==> src/rtl/tmr_irq_pkg.sv <==
package tmr_irq_pkg;
   localparam int PHASES    = 4;
   localparam int PH_W      = 2;
   localparam int CTRL_GIE  = 0;
   localparam int CTRL_EN   = 1;
   localparam int CTRL_FLAG = 2;
   localparam int CTRL_W    = 3;

   typedef enum logic [1:0] {
      SQ_IDLE   = 2'd0,
      SQ_FINISH = 2'd1,
      SQ_DUMMY  = 2'd2
   } seq_state_t;
endpackage

==> src/rtl/phase_gen.sv <==
module phase_gen
   import tmr_irq_pkg::*;
(
   input  logic              clk,
   input  logic              rst_n,
   output logic [PHASES-1:0] q_o
);
   logic [PH_W-1:0] ph;

   always_ff @(posedge clk) begin
      if (!rst_n) ph <= '0;
      else        ph <= ph + 1'b1;
   end

   for (genvar gi = 0; gi < PHASES; gi++) begin : g_strobe
      assign q_o[gi] = (ph == PH_W'(gi));
   end


   phase_wrap_chk: assert property (@(posedge clk) disable iff (!rst_n)
      q_o[PHASES-1] |=> q_o[0]);

   phase_step_chk: assert property (@(posedge clk) disable iff (!rst_n)
      q_o[0] |=> q_o[1]);
endmodule

==> src/rtl/tmr_core.sv <==
module tmr_core #(
   parameter int W = 8
) (
   input  logic         clk,
   input  logic         rst_n,
   input  logic         q4,
   input  logic         sleep_i,
   input  logic         ld,
   input  logic [W-1:0] ld_val,
   output logic [W-1:0] tmr_o,
   output logic         ovf_o
);
   logic skip;
   logic step;

   assign step  = q4 && !ld && !skip && !sleep_i;
   assign ovf_o = step && (tmr_o == {W{1'b1}});

   always_ff @(posedge clk) begin
      if (!rst_n) begin
         tmr_o <= '0;
         skip  <= 1'b0;
      end else if (ld) begin
         tmr_o <= ld_val;
         skip  <= 1'b1;
      end else if (q4) begin
         skip <= 1'b0;
         if (step) tmr_o <= tmr_o + 1'b1;
      end
   end


   hold_off_q4_chk: assert property (@(posedge clk) disable iff (!rst_n)
      (!q4 && !ld) |=> $stable(tmr_o));

   load_lands_chk: assert property (@(posedge clk) disable iff (!rst_n)
      ld |=> (tmr_o == $past(ld_val)));

   sleep_freeze_chk: assert property (@(posedge clk) disable iff (!rst_n)
      (sleep_i && !ld) |=> $stable(tmr_o));
endmodule

==> src/rtl/irq_ctrl.sv <==
module irq_ctrl
   import tmr_irq_pkg::*;
(
   input  logic              clk,
   input  logic              rst_n,
   input  logic              wr,
   input  logic [CTRL_W-1:0] wd,
   input  logic              hw_set,
   input  logic              take,
   output logic              gie_o,
   output logic              en_o,
   output logic              flag_o
);
   always_ff @(posedge clk) begin
      if (!rst_n) begin
         gie_o  <= 1'b0;
         en_o   <= 1'b0;
         flag_o <= 1'b0;
      end else begin
         if (wr) begin
            gie_o  <= wd[CTRL_GIE];
            en_o   <= wd[CTRL_EN];
            flag_o <= wd[CTRL_FLAG] | hw_set;
         end else if (hw_set) begin
            flag_o <= 1'b1;
         end
         if (take) gie_o <= 1'b0;
      end
   end


   wrap_sets_flag_chk: assert property (@(posedge clk) disable iff (!rst_n)
      hw_set |=> flag_o);

   flag_sw_clear_chk: assert property (@(posedge clk) disable iff (!rst_n)
      $fell(flag_o) |-> $past(wr && !wd[CTRL_FLAG]));
endmodule

==> src/rtl/entry_seq.sv <==
module entry_seq
   import tmr_irq_pkg::*;
#(
   parameter int PC_W    = 13,
   parameter int VECTOR  = 4,
   parameter int DUMMY_N = 2
) (
   input  logic            clk,
   input  logic            rst_n,
   input  logic            q1,
   input  logic            q4,
   input  logic            gie,
   input  logic            en,
   input  logic            flag,
   input  logic [PC_W-1:0] pc_i,
   output logic            take_o,
   output logic            dummy_o,
   output logic            pc_load_o,
   output logic [PC_W-1:0] pc_vec_o,
   output logic [PC_W-1:0] ret_addr_o
);
   localparam int DW = (DUMMY_N < 2) ? 1 : $clog2(DUMMY_N);
   localparam logic [DW-1:0] LAST = DW'(DUMMY_N - 1);

   seq_state_t      st;
   logic [DW-1:0]   dcnt;
   logic            last_dummy;

   assign take_o     = (st == SQ_IDLE) && q1 && gie && en && flag;
   assign dummy_o    = (st == SQ_DUMMY);
   assign last_dummy = dummy_o && (dcnt == LAST);
   assign pc_load_o  = last_dummy && q4;
   assign pc_vec_o   = PC_W'(VECTOR);

   always_ff @(posedge clk) begin
      if (!rst_n) begin
         st         <= SQ_IDLE;
         dcnt       <= '0;
         ret_addr_o <= '0;
      end else begin
         case (st)
            SQ_IDLE:   if (take_o) st <= SQ_FINISH;
            SQ_FINISH: if (q4) begin
                          st         <= SQ_DUMMY;
                          dcnt       <= '0;
                          ret_addr_o <= pc_i;
                       end
            SQ_DUMMY:  if (q4) begin
                          if (dcnt == LAST) st <= SQ_IDLE;
                          else              dcnt <= dcnt + 1'b1;
                       end
            default:   st <= SQ_IDLE;
         endcase
      end
   end


   take_in_q1_chk: assert property (@(posedge clk) disable iff (!rst_n)
      take_o |-> (q1 && gie && en && flag));

   dummy_starts_cycle_chk: assert property (@(posedge clk) disable iff (!rst_n)
      $rose(dummy_o) |-> $past(q4));

   load_in_dummy_q4_chk: assert property (@(posedge clk) disable iff (!rst_n)
      pc_load_o |-> (dummy_o && q4 && pc_vec_o == PC_W'(VECTOR)));
endmodule

==> src/rtl/tmr_irq_seq.sv <==
module tmr_irq_seq
   import tmr_irq_pkg::*;
#(
   parameter int TMR_W   = 8,
   parameter int PC_W    = 13,
   parameter int VECTOR  = 4,
   parameter int DUMMY_N = 2
) (
   input  logic              clk,
   input  logic              rst_n,
   input  logic              sleep_i,
   input  logic              wr_en,
   input  logic              wr_sel,
   input  logic [TMR_W-1:0]  wr_data,
   input  logic [PC_W-1:0]   pc_i,
   output logic [PHASES-1:0] phase_o,
   output logic [TMR_W-1:0]  tmr_o,
   output logic              gie_o,
   output logic              ovf_en_o,
   output logic              ovf_flag_o,
   output logic              dummy_o,
   output logic              pc_load_o,
   output logic [PC_W-1:0]   pc_vec_o,
   output logic [PC_W-1:0]   ret_addr_o
);
   if (TMR_W < CTRL_W) begin : g_bad_width
      $error("TMR_W must cover the control bits");
   end
   if (DUMMY_N < 1) begin : g_bad_dummy
      $error("DUMMY_N must be at least 1");
   end
   if (VECTOR >= (1 << PC_W)) begin : g_bad_vec
      $error("VECTOR does not fit in PC_W");
   end

   logic ovf;
   logic take;

   phase_gen u_phase (
      .clk   (clk),
      .rst_n (rst_n),
      .q_o   (phase_o)
   );

   tmr_core #(.W(TMR_W)) u_tmr (
      .clk     (clk),
      .rst_n   (rst_n),
      .q4      (phase_o[PHASES-1]),
      .sleep_i (sleep_i),
      .ld      (wr_en && !wr_sel),
      .ld_val  (wr_data),
      .tmr_o   (tmr_o),
      .ovf_o   (ovf)
   );

   irq_ctrl u_ctrl (
      .clk    (clk),
      .rst_n  (rst_n),
      .wr     (wr_en && wr_sel),
      .wd     (wr_data[CTRL_W-1:0]),
      .hw_set (ovf),
      .take   (take),
      .gie_o  (gie_o),
      .en_o   (ovf_en_o),
      .flag_o (ovf_flag_o)
   );

   entry_seq #(
      .PC_W    (PC_W),
      .VECTOR  (VECTOR),
      .DUMMY_N (DUMMY_N)
   ) u_seq (
      .clk        (clk),
      .rst_n      (rst_n),
      .q1         (phase_o[0]),
      .q4         (phase_o[PHASES-1]),
      .gie        (gie_o),
      .en         (ovf_en_o),
      .flag       (ovf_flag_o),
      .pc_i       (pc_i),
      .take_o     (take),
      .dummy_o    (dummy_o),
      .pc_load_o  (pc_load_o),
      .pc_vec_o   (pc_vec_o),
      .ret_addr_o (ret_addr_o)
   );


   gie_drop_chk: assert property (@(posedge clk) disable iff (!rst_n)
      take |=> !gie_o);
endmodule

==> config.mk <==
export PLATFORM = sky130hd
export DESIGN_NAME = tmr_irq_seq
export DESIGN_NICKNAME = d
export VERILOG_FILES = /design/src/rtl/tmr_irq_pkg.sv /design/src/rtl/phase_gen.sv /design/src/rtl/tmr_core.sv /design/src/rtl/irq_ctrl.sv /design/src/rtl/entry_seq.sv /design/src/rtl/tmr_irq_seq.sv
export SDC_FILE = /design/constraint.sdc
export NUM_CORES = 1
export LEC_CHECK = 0
export ABC_AREA = 1
export BUFFER_PORTS_ARGS = -buffer_cell sky130_fd_sc_hd__clkbuf_2
export CORE_ASPECT_RATIO = 1.1
export CORE_MARGIN = 1.5
export CORE_UTILIZATION = 35
export CTS_BUF_LIST = sky130_fd_sc_hd__clkbuf_8
export DETAILED_ROUTE_END_ITERATION = 10
export PLACE_DENSITY = 0.72
export SLEW_MARGIN = 40
export SYNTH_ARGS = -nofsm -noshare
export SYNTH_HDL_FRONTEND = slang
export SYNTH_SLANG_ARGS = --single-unit
==> constraint.sdc <==
create_clock -name clk -period 2.2 [get_ports clk]
set_clock_uncertainty 0.05 [all_clocks]
set_input_delay 0.44 -clock clk [delete_from_list [all_inputs] [get_ports clk]]
set_output_delay 0.44 -clock clk [all_outputs]
set_load 0.02 [all_outputs]
**Yosys cells after proc, flatten, opt, wreduce, memory -nomap -nowiden**

Cells that the tools add are included.

- Register bits: 30
- Input port bits: 26
- Logic and storage cells: 66

- Add/sub/neg operators: 3
- Equal/unequal tests: 10
- Multiplexer cells: 15
- Bitwise operators: 2
- Reductions and logical operators: 27

Operators with widths:

| kind | count |
|---|---|
| $mux W8 | 3 |
| $logic_and A1 B1 Y1 | 12 |
| $add A8 B1 Y8 const B | 1 |
| $eq A8 B8 Y1 const B | 1 |
| $mux W2 | 4 |
| $reduce_bool A2 Y1 | 4 |
| $eq A2 B2 Y1 const B | 3 |
| $mux W1 | 6 |
| $pmux W2 S3 | 1 |
| $eq A2 B1 Y1 const B | 2 |
| $logic_not A1 Y1 | 4 |
| $logic_not A2 Y1 | 2 |
| $ne A2 B1 Y1 const B | 2 |
| $ne A2 B2 Y1 const B | 2 |
| $reduce_and A2 Y1 | 2 |
| $reduce_and A4 Y1 | 1 |
| $reduce_and A3 Y1 | 1 |
| $add A2 B1 Y2 const B | 1 |
| $pmux W1 S2 | 1 |
| $reduce_or A2 Y1 | 1 |
| $add A1 B1 Y1 const B | 1 |
| $not A1 Y1 | 1 |
| $or A1 B1 Y1 | 1 |

**Depth between registers and ports, before layout**

Gate-level depths: netlist of run 1.

- Word-level depth: 9
- Depth in mapped cells: 9

**Hierarchy**

A second synthesis of run 1 with hierarchy kept.

- Cells, all modules: 223
- Area total of the unflattened synthesis: 1,731.7 um2

By module, submodules not included:

| module | times used | cells an instance | area an instance (um2) | seq. area each (um2) |
|---|---|---|---|---|
| entry_seq | 1 | 97 | 893.4 | 320.3 |
| tmr_core | 1 | 90 | 579.3 | 180.2 |
| irq_ctrl | 1 | 20 | 126.4 | 60.1 |
| phase_gen | 1 | 12 | 115.1 | 40.0 |
| tmr_irq_seq | 1 | 4 | 17.5 | 0.0 |

**Least setup slack after synthesis of run 1**

No wires, ideal clock.

- Kind: register to output
- Start: reg u_seq.st[0]
- End: out pc_load_o
- Data arrival time: 1.263 ns
- Data required time: 1.710 ns
- Setup slack: 0.447 ns
- Stages on the path, launching flop included: 5
- Buffers on the path: 0
- Path through: dfxtp_1 inv_1 ha_1 inv_1 nor3_1

- Word-level cells in the longest chain between the ends: 3

RTL lines:

| what | line | RTL |
|---|---|---|
| start: declaration | entry_seq.sv:25 | `seq_state_t st;` |
| start signal: assignment | entry_seq.sv:37 | `st <= SQ_IDLE;` |
| start signal: assignment | entry_seq.sv:42 | `SQ_IDLE: if (take_o) st <= SQ_FINISH;` |
| start signal: assignment | entry_seq.sv:44 | `st <= SQ_DUMMY;` |
| $eq A2 B2 Y1 | entry_seq.sv:30 | `assign dummy_o = (st == SQ_DUMMY);` |
| via dummy_o | tmr_irq_seq.sv:21 | `output logic dummy_o,` |
| $logic_and A1 B1 Y1 | entry_seq.sv:31 | `assign last_dummy = dummy_o && (dcnt == LAST);` |
| $logic_and A1 B1 Y1 | entry_seq.sv:32 | `assign pc_load_o = last_dummy && q4;` |
| end: declaration | tmr_irq_seq.sv:22 | `output logic pc_load_o,` |

The timed path passes the listed nets, and every way through them passes these cells.

**Final worst setup path of run 1**

- Start: reg u_phase.ph[0]
- End: out pc_load_o

- Word-level cells in the longest chain between the ends: 2

RTL lines:

| what | line | RTL |
|---|---|---|
| start: declaration | phase_gen.sv:8 | `logic [PH_W-1:0] ph;` |
| start signal: assignment | phase_gen.sv:12 | `else ph <= ph + 1'b1;` |
| $eq A2 B2 Y1 | phase_gen.sv:16 | `assign q_o[gi] = (ph == PH_W'(gi));` |
| $logic_and A1 B1 Y1 | entry_seq.sv:32 |  |

Every way passes these cells.

==> metrics.yaml, run 1 <==
path_max_fanout: 6
io_pins: 69
design.core.area_um2: 4348
numClockSinks: 30
drt_pass1_iterations: 4
timing.max_cap.violations: 0
syn-cell-area_um2: 1607
layout_common_cells: "clkbuf_2 (55), nor2_1 (46), nand2_1 (36)"
timing.rr.end: "u_seq.ret_addr_o[7]"
p_leak_nw: 0.9391
syn_avg_cell_area_um2: 7.046
syn-instance-count: 228
crit_required_ns: 1.71
grt_util_all_layers_pct: 14.19
setup.worst_path.end: "pc_load_o"
final_common_cell: "clkbuf_2"
cp-start-kind: "register"
yosysWarnings: 0
clk_latency_ns: 0.28
async_flop_share_pct: 0
synth-seq-area-share_pct: 37.38
grt_overflow: 0
hold_path_class: "primary input to register"
p_total_mw: 1.408
cts_resized: 0
cp-startpoint: "u_phase.ph[0]"
syn2layout_area_growth_pct: 20.09
fin_util_pct: 44.37
synth.distinct_cells: 25
worstSetupPathDepth: 4
critPathMaxStageDelay_ns: 0.39
gp_congestion: 0.8232
path_clk_slew_ns: 0.06
yosys_register_bits: 30
finish.instance_area_um2: 1929
drv_slew: 0
r2r_cells: 5
post_cts_buffers: 0
end_kind: "output pin"
min_period_ns: 1.969
path_buf_inv: 2
antenna_cells: 0
cp_slowest_cell: "dfxtp_1"
worstReg2RegStart: "u_phase.ph[0]"
drive_gt1_share_pct: 24.56
grt_max_degree: 18
crit_chain: "ha_1 > inv_1 > nor3_1 > clkbuf_2"
portBuffers: 55
cp.arrival_ns: 1.48
wl_per_cell_um: 10.10
cp_top_family: "flip-flops"
die_y_um: 74.06
tns_ns: 0
start_util_pct: 36.95
setup_viol: 0
hold_viol: 0
cts_max_path_buffers: 2
die_area_um2: 5006
power.density_nw_per_um2: 729.9
hold_path_startpoint: "pc_i[2]"
antenna_found_initial: 0
synth-main-ff-cell: "dfxtp_1"
final_antenna_net_count: 0
status: "finished clean"
numCtsBuffers: 5
vias_per_cell: 4.445
dr_total_vias: 1489
grt_pass1_vias: 1307
cts-root-buf: "clkbuf_8"
grt_pass1_wl_mm: 5.533
worstSetupPathType: "register to output pin"
hpwlAfterDp_mm: 2.640
clock.fmax_mhz: 507.8
rsz0062_at_grt: "no"
fin_nets: 315
ff2ff_setup_slack_ns: 0.63
place_area_um2: 1851
synth_edf_count: 0
fp-row-count: 25
vdd_drop_max_v: 0.0003800
cts-htree-levels: 2
drcViolationCount: 0
fp.dieW_um: 67.60
finalCritPeriodShare_pct: 89.52
wirelength_mm: 3.384
holdBufCountCts: 0
first_iter_violations: 71
cts_tree: "done"
-- Yosys cell counts (2+ instances only) --
master	instances	share of area (%)
a21oi_1	8	2.5
a31oi_1	3	1.2
buf_4	16	7.5
clkbuf_1	2	0.47
conb_1	2	0.47
dfxtp_1	30	37
ha_1	8	6.2
inv_1	24	5.6
nand2_1	36	8.4
nand3_1	17	5.3
nor2_1	46	11
nor2_4	2	1.4
nor3_1	2	0.62
o21ai_0	20	6.2
o21bai_1	2	0.93
-- stage by stage --
stage / hold slack [ns] / std cells / setup WS [ns]
after floorplan: 0.3831 / 239 / 0.4474
after global placement: 0.4017 / 328 / 0.5897
after detailed placement: 0.4158 / 328 / 0.5225
after CTS: 0.3595 / 335 / 0.2200
after global routing: 0.3810 / 335 / 0.1165
final: 0.3659 / 335 / 0.2306
-- state kept, by name, summed over array words and instances (netlist names) --
| register | count |
|---|---|
| u_seq.dcnt | 1 |
| u_seq.st | 2 |
| u_tmr.tmr_o | 8 |
| u_seq.ret_addr_o | 13 |
| u_ctrl.gie_o | 1 |
| u_ctrl.en_o | 1 |
| u_phase.ph | 2 |
| u_tmr.skip | 1 |
| u_ctrl.flag_o | 1 |
-- cell type report --
cell class	count	area (um^2)
fill	472	2419
multi-input combinational	163	805.8
sequential	30	600.6
timing repair buffer	56	282.8
inverter	25	93.84
clock buffer	5	68.82
tap	54	67.56
clock inverter	2	10.01
-- kinds of logic after synthesis --
| kind of cell | count (synthesis) | share of synthesized area, % |
|---|---|---|
| and+or+nand+nor | 107 | 29.05 |
| xor gates and xnor gates | 1 | 0.5453 |
| DFF | 30 | 37.38 |
| buffers and inverters | 46 | 15.03 |
| other | 2 | 0.4675 |
| adders and majority gates | 8 | 6.231 |
| AOI/OAI and AO/OA | 34 | 11.29 |
-- power breakdown --
part | switching, mW | leakage (nW) | internal [mW] | total [mW]
Clock | 0.199 | 0.0438 | 0.212 | 0.410
Combinational | 0.247 | 0.651 | 0.128 | 0.375
Sequential | 0.0323 | 0.245 | 0.590 | 0.622
Total | 0.478 | 0.939 | 0.930 | 1.41
-- worst reg2reg max path, cell delays in order (launching register included) --
cell and delay (ns):
dfxtp_1 0.39, ha_1 0.34, nand2_2 0.21, inv_1 0.35, nor2_1 0.07, nor2_1 0.11
-- routing by layer --
metal | GRT usage [%] | share of wire [%] | up-vias | wire length [um]
li1 | - | - | 798 | -
met1 | 16.99 | 44 | 647 | 1483
met3 | 4.085 | 6.1 | 0 | 208
met2 | 24.51 | 50 | 44 | 1692
met5 | 0 | 0 | - | 0
met4 | 4.082 | 0 | 0 | 0
-- how the worst min path moves through the flow --
stage / endpoint / slack (ns) / cells after the start
floorplan: u_phase.ph[0] / 0.38 / 1
global placement: u_phase.ph[0] / 0.40 / 1
detailed placement: u_seq.dcnt / 0.42 / 2
CTS: u_seq.ret_addr_o[2] / 0.36 / 3
global route: u_seq.ret_addr_o[10] / 0.38 / 3
finish: u_seq.ret_addr_o[2] / 0.37 / 3
Note: power is estimated with default switching activity, not from simulation.
==> run 2: changes to the inputs <==
Settings changed: CORE_MARGIN 1.5 to unset.
==> metrics.yaml, run 2 (synthesized netlist as in run 1, its figures left out) <==
numCtsBuffers: 5
drt_pass1_iterations: 6
cts_resized: 0
rsz0062_at_grt: "no"
grt_overflow: 0
vdd_drop_max_v: 0.0003257
largest_register_ffs: 13
multiInputGateArea_um2: 805.8
fp.dieW_um: 66.60
fin_nets: 314
wl_per_cell_um: 10.18
grt_pass1_vias: 1303
end_kind: "output pin"
antenna_found_initial: 0
antenna_cells: 0
grt_max_degree: 21
drive_gt1_share_pct: 24.56
cp.arrival_ns: 1.49
largest-register: "u_seq.ret_addr_o"
met3_usage_pct: 4.375
drcViolationCount: 0
dr_total_vias: 1489
cp-start-kind: "register"
die_y_um: 73.06
drv_slew: 0
met2_usage_pct: 23.91
fillers: 474
cts_tree: "done"
power.density_nw_per_um2: 757.5
gp_congestion: 0.8535
tns_ns: 0
pre_cts_ws_ns: 0.4943
busiest_layer: "met2"
die_area_um2: 4865
numClockSinks: 30
setup_viol: 0
layout_common_cells: "clkbuf_2 (55), nor2_1 (46), nand2_1 (36)"
clk_latency_ns: 0.28
cts-htree-levels: 2
syn2layout_area_growth_pct: 20.64
fp-row-count: 25
p_total_mw: 1.468
finalCritPeriodShare_pct: 89.95
portBuffers: 55
p_leak_nw: 0.9377
cts-root-buf: "clkbuf_8"
status: "finished clean"
seqCellArea_um2: 600.6
timing.max_cap.violations: 0
path_clk_slew_ns: 0.07
largestRegisters: "u_seq.ret_addr_o x13, u_tmr.tmr_o x8"
start_util_pct: 36.95
path_max_fanout: 6
io_pins: 69
grt_pass1_wl_mm: 5.623
hold_path_class: "primary input to register"
fin_ws_ns: 0.2211
first_iter_violations: 56
grt_util_met1_pct: 19.62
final_antenna_net_count: 0
cts_max_path_buffers: 2
holdBufCountCts: 0
post_cts_buffers: 0
grt_util_all_layers_pct: 15.16
clock.fmax_mhz: 505.3
hpwlAfterDp_mm: 2.570
crit_required_ns: 1.71
design.core.area_um2: 4348
vias_per_cell: 4.445
worstSetupPathType: "register to output pin"
wirelength_mm: 3.409
hold_viol: 0
min_period_ns: 1.979
final_common_cell: "clkbuf_2"
[run 2: per-stage QoR]
step           hold WS, ns  cell area (um^2)  utilization [%]  instances
2_1_floorplan       0.3831              1648                -        239
3_3_place_gp        0.4018              1843            42.39        327
3_5_place_dp        0.4113              1843            42.39        327
4_1_cts             0.3491              1938            44.58        335
5_1_grt             0.3621              1938            44.58        335
6_report            0.3547              1938            44.58        335
[run 2: final cells by class]
type	count	share of cell area, %
Timing Repair Buffer	55	14.20
Inverter	25	4.842
Clock buffer	6	4.261
Tap cell	54	3.486
Multi-Input combinational cell	163	41.58
Clock inverter	2	0.6456
Sequential cell	30	30.99
[run 2: path summary, 6_finish.rpt]
path                 start                   to  slack, ns  cells past startpoint
max          u_phase.ph[0]            pc_load_o       0.22                      4
min                pc_i[5]  u_seq.ret_addr_o[5]       0.35                      3
max reg2reg  u_phase.ph[0]  u_seq.ret_addr_o[9]       0.63                      5
min reg2reg  u_phase.ph[0]        u_phase.ph[0]       0.42                      1
[run 2: routing by layer]
layer / vias up / wire [um]
li1: 796 / -
met1: 646 / 1608
met2: 43 / 1609
met3: 4 / 153
met4: 0 / 37
met5: - / 0
[run 2: worst max-delay path, cell delays in order (launching register included)]
cell	delay [ns]
dfxtp_1	0.37
ha_1	0.33
inv_1	0.13
nor3_1	0.18
clkbuf_2	0.20
[run 2: power breakdown]
group / internal [mW] / switching (mW) / total, mW
registers: 0.590 / 0.0331 / 0.623
logic: 0.128 / 0.247 / 0.375
clock network: 0.251 / 0.219 / 0.470
==> run 3: changes to the inputs <==
Settings changed: REMOVE_ABC_BUFFERS set to 1.
==> metrics.yaml, run 3 (synthesized netlist as in run 1, its figures left out) <==
status: "finished clean"
cts-root-buf: "clkbuf_8"
path_clk_slew_ns: 0.07
dr_total_vias: 1520
design.core.area_um2: 4348
fp.dieW_um: 66.60
fp-row-count: 25
wl_per_cell_um: 9.931
final_common_cell: "clkbuf_2"
numCtsBuffers: 5
cts_tree: "done"
numClockSinks: 30
layout_common_cells: "clkbuf_2 (55), nor2_1 (46), nand2_1 (36)"
timing.max_cap.violations: 0
largest_register_ffs: 13
grt_pass1_vias: 1345
holdBufCountCts: 0
route.met3.wl_um: 229
grt_util_all_layers_pct: 15.21
io_pins: 69
power.density_nw_per_um2: 752.0
drive_gt1_share_pct: 24.56
antenna_found_initial: 0
cp_top_family: "flip-flops"
grt_max_degree: 21
dpl.cell_count: 327
cts-htree-levels: 2
highest-signal-layer: "met4"
end_kind: "output pin"
final_antenna_net_count: 0
die_y_um: 73.06
fin_nets: 314
drv_slew: 0
portBuffers: 55
cp.arrival_ns: 1.47
vias_per_cell: 4.537
hold_viol: 0
grt_overflow: 0
setup_viol: 0
antenna_cells: 0
largest-register: "u_seq.ret_addr_o"
drt_pass1_iterations: 4
path_buf_inv: 2
hpwlAfterDp_mm: 2.547
worstSetupPathType: "register to output pin"
grt_pass1_wl_mm: 5.506
min_period_ns: 1.958
post_cts_buffers: 0
start_util_pct: 36.95
tns_ns: 0
drt-met1-wl_mm: 1.475
cts_resized: 0
clock.fmax_mhz: 510.8
drcViolationCount: 0
hold_path_class: "primary input to register"
p_leak_nw: 0.9377
cp_slowest_cell: "dfxtp_1"
final_cell_count_no_fill: 335
critPathMaxStageDelay_ns: 0.39
clk_latency_ns: 0.28
fillers: 460
cts_max_path_buffers: 2
wirelength_mm: 3.327
path_max_fanout: 6
first_iter_violations: 61
gp_congestion: 0.7528
cp-start-kind: "register"
syn2layout_area_growth_pct: 20.64
largestRegisters: "u_seq.ret_addr_o x13, u_tmr.tmr_o x8"
met2WireLength_mm: 1.600
rsz0062_at_grt: "no"
die_area_um2: 4865
crit_required_ns: 1.71
vdd_drop_max_v: 0.0004527
finalCritPeriodShare_pct: 88.98
crit_chain: "ha_1 > inv_1 > nor3_1 > clkbuf_2"
==> run 3: worst min-delay path: stages <==
cell and delay, ns:
clkbuf_2 0.07, o21ai_0 0.07, nor2_1 0.08
==> run 3: final cells by class <==
type                       instances  area, um^2  area share, %
clock buffer                       6       82.58          4.261
clock inverter                     2       12.51         0.6456
inverter                          25       93.84          4.842
multi-input combinational        163       805.8          41.58
sequential                        30       600.6          30.99
tap                               54       67.56          3.486
timing repair buffer              55       275.3          14.20
==> run 3: routing by layer <==
layer,up-vias,GRT usage (%)
li1,794,-
met1,660,16.11
met2,64,27.05
met3,2,6.094
met4,0,4.965
met5,-,0
==> run 3: final timing paths <==
path,from,end,slack [ns],cells after the start
max reg2reg,u_phase.ph[0],u_seq.ret_addr_o[5],0.64,5
max,u_phase.ph[0],pc_load_o,0.24,4
min,pc_i[11],u_seq.ret_addr_o[11],0.36,3
min reg2reg,u_tmr.skip,u_tmr.skip,0.42,2
==> run 3: per-stage QoR <==
stage	hold slack (ns)	power, mW	setup slack [ns]	util (%)	instance area [um^2]
detailed placement	0.4137	1.013	0.5410	42.39	1843
global route	0.3546	1.570	0.1364	44.58	1938
CTS	0.3533	1.479	0.2166	44.58	1938
global placement	0.4006	1.005	0.5372	42.39	1843
floorplan	0.3832	0.9098	0.3614	-	1500
finish	0.3626	1.457	0.2424	44.58	1938
==> run 3: report_power, final <==
part / internal, mW / switching (mW)
combinational: 0.129 / 0.247
sequential: 0.590 / 0.0330
clock: 0.251 / 0.208
